$ cat src/rtl/pcap_pkg.sv
package pcap_pkg;
  typedef enum logic [1:0] {ST_IDLE, ST_LEN, ST_DATA} cap_state_e;
  typedef enum logic [1:0] {RS_ZERO, RS_MEM, RS_AUX} rd_sel_e;
endpackage

$ cat src/rtl/pcap_deser.sv
module pcap_deser #(
  parameter int DW = 8
) (
  input  logic                   clk,
  input  logic                   rst,
  input  logic                   clr,
  input  logic                   stb,
  input  logic                   din,
  output logic [DW-2:0]          prev_bits,
  output logic [$clog2(DW)-1:0]  nbits
);
  localparam int NBW = $clog2(DW);

  logic [DW-2:0] sh;

  always_ff @(posedge clk) begin
    if (rst) begin
      sh    <= '0;
      nbits <= '0;
    end else begin
      if (stb) sh <= {sh[DW-3:0], din};
      if (clr)      nbits <= '0;
      else if (stb) nbits <= nbits + NBW'(1);
    end
  end

  assign prev_bits = sh;
endmodule

$ cat src/rtl/pcap_energy.sv
module pcap_energy #(
  parameter int CW = 11,
  parameter int OW = 8
) (
  input  logic          clk,
  input  logic          rst,
  input  logic          pulse,
  input  logic          clr,
  output logic [OW-1:0] cnt_hi
);
  logic [CW-1:0] cnt;
  logic          pulse_q;
  logic          rise;

  assign rise = pulse & ~pulse_q;

  always_ff @(posedge clk) begin
    if (rst) begin
      cnt     <= '0;
      pulse_q <= 1'b0;
    end else begin
      pulse_q <= pulse;
      if (clr)       cnt <= '0;
      else if (rise) cnt <= cnt + CW'(1);
    end
  end

  assign cnt_hi = cnt[CW-1 -: OW];


  energy_step_chk: assert property (@(posedge clk) disable iff (rst)
    (!clr && !rise) |=> $stable(cnt));
endmodule

$ cat src/rtl/pcap_ctrl.sv
module pcap_ctrl
  import pcap_pkg::*;
#(
  parameter int DW = 8,
  parameter int LW = 4
) (
  input  logic          clk,
  input  logic          rst,
  input  logic          bit_in,
  input  logic          bit_stb,
  input  logic          sync_match,
  input  logic          rd_clr,
  input  logic          irq_en,
  output logic          wr_en,
  output logic [LW-1:0] wr_idx,
  output logic [DW-1:0] wr_data,
  output logic [LW-1:0] len_q,
  output logic          req_flag,
  output logic          det_clr,
  output logic          irq_n
);
  localparam int NBW = $clog2(DW);
  localparam logic [NBW-1:0] LEN_LAST  = NBW'(LW - 1);
  localparam logic [NBW-1:0] BYTE_LAST = NBW'(DW - 1);

  cap_state_e    state;
  logic          match_q;
  logic [LW-1:0] byte_idx;
  logic [DW-2:0] prev_bits;
  logic [NBW-1:0] nbits;
  logic          match_rise, last_len, last_bit, msg_done, sh_clr, req_nxt;

  assign match_rise = sync_match & ~match_q;
  assign last_len   = (state == ST_LEN)  && bit_stb && (nbits == LEN_LAST);
  assign last_bit   = (state == ST_DATA) && bit_stb && (nbits == BYTE_LAST);
  assign msg_done   = last_bit && (byte_idx == len_q);
  assign sh_clr     = (state == ST_IDLE) || last_len || last_bit;
  assign req_nxt    = msg_done ? 1'b1 : (rd_clr ? 1'b0 : req_flag);

  pcap_deser #(.DW(DW)) u_deser (
    .clk(clk), .rst(rst), .clr(sh_clr), .stb(bit_stb), .din(bit_in),
    .prev_bits(prev_bits), .nbits(nbits)
  );

  always_ff @(posedge clk) begin
    if (rst) begin
      state    <= ST_IDLE;
      match_q  <= 1'b0;
      byte_idx <= '0;
      len_q    <= '0;
      req_flag <= 1'b0;
      det_clr  <= 1'b0;
      irq_n    <= 1'b1;
      wr_en    <= 1'b0;
      wr_idx   <= '0;
      wr_data  <= '0;
    end else begin
      match_q  <= sync_match;
      req_flag <= req_nxt;
      irq_n    <= ~(req_nxt & irq_en);
      det_clr  <= msg_done;
      wr_en    <= last_bit;
      wr_idx   <= byte_idx;
      wr_data  <= {prev_bits, bit_in};
      case (state)
        ST_IDLE: if (match_rise && !req_flag) state <= ST_LEN;
        ST_LEN: if (last_len) begin
          len_q    <= {prev_bits[LW-2:0], bit_in};
          byte_idx <= '0;
          state    <= ST_DATA;
        end
        ST_DATA: if (last_bit) begin
          if (msg_done) state <= ST_IDLE;
          else          byte_idx <= byte_idx + LW'(1);
        end
        default: state <= ST_IDLE;
      endcase
    end
  end


  det_pulse_chk: assert property (@(posedge clk) disable iff (rst)
    det_clr |=> !det_clr);

  det_req_chk: assert property (@(posedge clk) disable iff (rst)
    det_clr |-> req_flag);

  irq_src_chk: assert property (@(posedge clk) disable iff (rst)
    !irq_n |-> req_flag);

  hold_idle_chk: assert property (@(posedge clk) disable iff (rst)
    req_flag |=> (state == ST_IDLE));

  wr_bound_chk: assert property (@(posedge clk) disable iff (rst)
    wr_en |-> (wr_idx <= len_q));
endmodule

$ cat src/rtl/pcap_buf.sv
module pcap_buf
  import pcap_pkg::*;
#(
  parameter int DW = 8,
  parameter int LW = 4,
  parameter int EW = 8
) (
  input  logic          clk,
  input  logic          rst,
  input  logic          wr_en,
  input  logic [LW-1:0] wr_idx,
  input  logic [DW-1:0] wr_data,
  input  logic [LW-1:0] len_q,
  input  logic [EW-1:0] energy,
  input  logic [LW:0]   rd_addr,
  output logic [DW-1:0] rd_data
);
  localparam int DEPTH = 1 << LW;
  localparam int AW    = LW + 1;

  logic [DW-1:0] mem [DEPTH];
  logic [DW-1:0] mem_rd, aux, aux_q;
  logic [LW-1:0] idx;
  logic [AW-1:0] last_data, energy_addr;
  rd_sel_e       sel, sel_q;

  assign idx         = rd_addr[LW-1:0] - LW'(1);
  assign last_data   = AW'(len_q) + AW'(1);
  assign energy_addr = AW'(len_q) + AW'(2);

  always_comb begin
    sel = RS_ZERO;
    aux = '0;
    if (rd_addr == '0) begin
      sel = RS_AUX;
      aux = DW'(len_q);
    end else if (rd_addr <= last_data) begin
      sel = RS_MEM;
    end else if (rd_addr == energy_addr) begin
      sel = RS_AUX;
      aux = DW'(energy);
    end
  end

  always_ff @(posedge clk) begin
    if (rst) begin
      for (int i = 0; i < DEPTH; i++) mem[i] <= '0;
      mem_rd <= '0;
      aux_q  <= '0;
      sel_q  <= RS_ZERO;
    end else begin
      if (wr_en) mem[wr_idx] <= wr_data;
      mem_rd <= mem[idx];
      aux_q  <= aux;
      sel_q  <= sel;
    end
  end

  always_comb begin
    case (sel_q)
      RS_MEM:  rd_data = mem_rd;
      RS_AUX:  rd_data = aux_q;
      default: rd_data = '0;
    endcase
  end


  zero_out_chk: assert property (@(posedge clk) disable iff (rst)
    (sel_q == RS_ZERO) |-> (rd_data == '0));
endmodule

$ cat src/rtl/pkt_capture.sv
module pkt_capture #(
  parameter int DATA_W = 8,
  parameter int LEN_W  = 4,
  parameter int ECNT_W = 11,
  parameter int EOUT_W = 8
) (
  input  logic              clk,
  input  logic              rst,
  input  logic              bit_in,
  input  logic              bit_stb,
  input  logic              sync_match,
  input  logic              cmp_pulse,
  input  logic              irq_en,
  input  logic              rd_clr,
  input  logic [LEN_W:0]    rd_addr,
  output logic [DATA_W-1:0] rd_data,
  output logic [LEN_W-1:0]  len_out,
  output logic [EOUT_W-1:0] energy,
  output logic              irq_n,
  output logic              req_flag,
  output logic              det_clr
);
  logic              wr_en;
  logic [LEN_W-1:0]  wr_idx;
  logic [DATA_W-1:0] wr_data;

  pcap_ctrl #(.DW(DATA_W), .LW(LEN_W)) u_ctrl (
    .clk(clk), .rst(rst), .bit_in(bit_in), .bit_stb(bit_stb),
    .sync_match(sync_match), .rd_clr(rd_clr), .irq_en(irq_en),
    .wr_en(wr_en), .wr_idx(wr_idx), .wr_data(wr_data), .len_q(len_out),
    .req_flag(req_flag), .det_clr(det_clr), .irq_n(irq_n)
  );

  pcap_energy #(.CW(ECNT_W), .OW(EOUT_W)) u_energy (
    .clk(clk), .rst(rst), .pulse(cmp_pulse), .clr(rd_clr), .cnt_hi(energy)
  );

  pcap_buf #(.DW(DATA_W), .LW(LEN_W), .EW(EOUT_W)) u_buf (
    .clk(clk), .rst(rst), .wr_en(wr_en), .wr_idx(wr_idx), .wr_data(wr_data),
    .len_q(len_out), .energy(energy), .rd_addr(rd_addr), .rd_data(rd_data)
  );
endmodule

$ cat config.mk
export PLATFORM = sky130hd
export DESIGN_NAME = pkt_capture
export DESIGN_NICKNAME = d
export VERILOG_FILES = /design/src/rtl/pcap_pkg.sv /design/src/rtl/pcap_deser.sv /design/src/rtl/pcap_energy.sv /design/src/rtl/pcap_ctrl.sv /design/src/rtl/pcap_buf.sv /design/src/rtl/pkt_capture.sv
export SDC_FILE = /design/constraint.sdc
export NUM_CORES = 1
export LEC_CHECK = 0
export ABC_CLOCK_PERIOD_IN_PS = 3000
export BUFFER_PORTS_ARGS = -buffer_cell sky130_fd_sc_hd__buf_2
export CORE_AREA = 2 2 225 138
export CTS_BUF_LIST = sky130_fd_sc_hd__clkbuf_2 sky130_fd_sc_hd__clkbuf_4 sky130_fd_sc_hd__clkbuf_8
export CTS_CLUSTER_SIZE = 14
export DETAILED_ROUTE_END_ITERATION = 12
export DIE_AREA = 0 0 227 140
export GPL_TIMING_DRIVEN = 0
export PLACE_DENSITY = 0.56
export SLEW_MARGIN = 20
export SYNTH_ARGS = -nofsm -noshare
export SYNTH_HDL_FRONTEND = slang
export SYNTH_SLANG_ARGS = --single-unit
$ cat constraint.sdc
create_clock -name clk -period 3 [get_ports clk]
set_input_delay 0.6 -clock clk [delete_from_list [all_inputs] [get_ports clk]]
set_output_delay 0.6 -clock clk [all_outputs]
set_load 0.005 [all_outputs]
==> flow_summary.yaml <==
logic_synthesis:
  synth_flop_cell: "edfxtp_1"
  synth_sequential_area_ratio_pct: 58.96
  synth.distinct_cells: 53
  synth.top_cell.area_share_pct: 43.71
  yosysWarningCount: 0
  synth.cells.most_frequent: "and2_1 (128), edfxtp_1 (128), dfxtp_1 (67)"
  synth-edff-count: 128
  synthesis.area_mm2: 0.008793
  proportion_of_register_bits_with_asynchronous_set_or_reset_after_synthesis_pct: 0
  synth_area_leaders: "edfxtp_1 (44%), dfxtp_1 (15%), and2_1 (9.1%), mux4_2 (8.2%), mux2i_1 (2.8%)"
  yosys.area.top_type: "edfxtp_1"
  syn-mean-instance-area_um2: 13.01
  synthesis.instances: 676
  postSynthNetCount: 705
  post_synthesis_register_bit_count: 195
final_layout:
  drive_gt1_share_pct: 19.30
  antenna-diode-count: 0
  syn_to_final_growth_pct: 12.41
  num-nets-final: 757
cts:
  cts_buffer_depth: 2
  htreeDepth: 4
  clk-insertion-delay-late_ns: 0.49
  tritoncts: "yes"
  cts_sinks: 195
  clock_tree.root_cell: "clkbuf_8"
  tritoncts.num_buffers: 17
  cts_post_setup_buffers_inserted: 0
  clk_pin_slew_worst_paths_ns: 0.09
setup_path:
  cpMostUsedCell: "buf_2"
  critical_path.startpoint: "rd_addr[0]"
  timing.critical_path.cells: "buf_4 > buf_2 > inv_1 > ha_1 > buf_2 > mux4_2 > mux2i_1 > o22ai_1"
  rr_startpoint: "u_ctrl.len_q[1]"
  r2r_cells: 8
  critical_path_peak_fanout: 10
  timing.critical_path.required_ns: 3.34
  crit_path_end_kind: "register"
  timing.setup.critical_path_class: "input pin to register"
  reg2reg_slack_ns: 0.37
  critical_path.slowest_cell: "ha_1"
  r2r-end: "u_buf.aux_q[0]"
  cp_data_arrival_time_ns: 3.23
  critical_path.startpoint_type: "input pin"
  timing.critical_path.slowest_cell_delay_ns: 0.52
die:
  core_area_mm2: 0.02967
  count_of_standard_cell_rows: 49
  die_width_um: 227
  die-height_um: 140
  initial_core_util_pct: 29.63
  die_area_mm2: 0.03178
  io_pins: 36
pwr:
  clock_power_share_pct: 34.7
  switching_share_pct: 23.44
  int_power_w: 0.003976
  p_leak_nw: 3.523
  ir_drop_v: 0.0002773
  share_seq_of_total_power_pct: 57.7
  power.switching_w: 0.001217
  power_frac_comb_pct: 7.6
  power_per_cell_area_mw_per_mm2: 525.4
global_route:
  wire_length_of_the_first_global_routing_pass_um: 32990
  antenna_violations_before_repair: 1
  first_global_vias: 5240
  grt_usage_pct: 14.30
  grt_max_degree: 18
  gr-total-overflow: 0
sta:
  fin_crit_ns: 2.890
  fin_worst_skew_ns: 0.01669
  grt_setup_unrepaired: "no"
  setup_ws_ns: 0.1096
  report.final.hold_viol_count: 0
  max-slew-margin-rel_pct: 29.32
  finish_stage_setup_viols: 0
  max_freq_mhz: 346.0
  worst_hold_slack_ns: 0.2720
  drv_slew: 0
  post-route-period-util_pct: 96.35
  tightestPinTransition_ns: 1.052
detailed_routing:
  drt_pre_antenna_iters: 5
  wl_met1_um: 11730
  antenna_violating_nets_post_route: 0
  viasPerCell: 4.612
  vias: 5299
  drc_errors: 0
  wl_met3_um: 1500
  route.top_layer_used: "met4"
  routed_wl_um: 21480
  met2RoutedLength_um: 8064
  drt_iter0_drc: 415
  wire_per_inst_um: 18.69
min_path:
  whs_path_cells: 2
  min-delay-start: "irq_en"
  hold_end: "u_ctrl.irq_n"
  hp_class: "input pin to register"
placement:
  dpl_worst_slack_ns: -0.6106
  portBuffers: 33
  globalplace.congestion: 0.8317
  post-dp-hpwl_um: 15580
run:
  cap_violations: 0
status:
  outcome: "finished, final reports clean"
## worst max-delay path, delay by kind of cell
kind	cells	cell delay (ns)
AOI/OAI and AO/OA	1	0.19
buffers and inverters	4	1.06
adders and majority gates	1	0.52
muxes	2	0.85
## layout by cell type (no fill, tap or decap), types with 8 or more instances in the layout
cell / n
and2_1: 128
edfxtp_1: 128
dfxtp_1: 67
nor2_1: 47
buf_2: 41
mux4_2: 32
nand2_1: 27
mux2i_1: 25
or2_2: 17
clkbuf_8: 17
nor2b_1: 16
ha_1: 16
clkbuf_1: 15
xnor2_1: 13
nor3_1: 13
inv_1: 12
buf_4: 11
a21oi_1: 9
a22oi_1: 8
o22ai_1: 8
## final cells by class
cell class,count,area (um^2)
buffer,41,219.0
clock buffer,20,256.5
inverter,12,45.04
timing repair buffer,33,165.2
multi-input combinational,428,3348
fill,2991,19790
sequential,195,5185
tap,408,510.5
clock inverter,12,155.1
## logic make-up (layout without fill, tap and decap cells)
kind of cell / Yosys count / in the layout / share of synthesized area, %
muxes: 59 / 59 / 11.30
buffers and inverters: 53 / 118 / 2.959
DFF: 195 / 195 / 58.96
AOI/OAI and AO/OA: 45 / 45 / 3.586
xor gates and xnor gates: 20 / 20 / 2.206
adders and majority gates: 16 / 16 / 2.277
and+or+nand+nor: 288 / 288 / 18.71
## repair_timing
item,in CTS,in global routing
gates cloned,0,0
endpoints found under the setup margin,3,2
hold buffers,0,0
resized for setup,2,2
pin swaps,0,0
## power groups by stage
stage               Combinational, W  Sequential (W)  Clock, W
floorplan                   0.000268         0.00304         0
global placement            0.000393         0.00306         0
detailed placement          0.000395         0.00306         0
CTS                         0.000396         0.00300   0.00185
global route                0.000422         0.00301   0.00196
finish                      0.000395         0.00300   0.00180
## registers in the layout, summed over array words and instances (netlist names), 2 cells and up
signal	cells
u_energy.cnt	11
u_ctrl.u_deser.prev_bits	7
u_ctrl.wr_idx	4
u_buf.mem	128
u_buf.aux_q	8
u_buf.mem_rd	8
u_ctrl.u_deser.nbits	3
u_ctrl.len_q	4
u_ctrl.state	2
u_ctrl.byte_idx	4
u_buf.sel_q	2
u_ctrl.wr_data	8
## per-layer routing
metal	track usage [%]	vias to the layer above
li1	-	2522
met1	23.65	2632
met2	17.59	131
met3	4.133	14
met4	3.199	0
met5	0	-
## per-stage QoR
| stage | instances | power, W | TNS [ns] | area (um^2) | utilization [%] |
|---|---|---|---|---|---|
| after floorplan | 676 | 0.003305 | 0 | 8793 | - |
| after global placement | 1117 | 0.003449 | -4.088 | 9469 | 31.91 |
| after detailed placement | 1117 | 0.003452 | -4.131 | 9469 | 31.91 |
| after CTS | 1149 | 0.005242 | 0 | 9883 | 33.31 |
| after global routing | 1149 | 0.005393 | 0 | 9884 | 33.31 |
| final | 1149 | 0.005193 | 0 | 9884 | 33.31 |
## worst max path at each step
stage | to | cells after the start
6_report | u_buf.mem_rd[6] | 8
5_1_grt | u_buf.mem_rd[3] | 8
4_1_cts | u_buf.mem_rd[2] | 8
3_5_place_dp | u_buf.mem_rd[6] | 8
3_3_place_gp | u_buf.mem_rd[6] | 8
2_1_floorplan | u_buf.mem_rd[2] | 8
No activity file was read; power rests on OpenSTA's default activity.
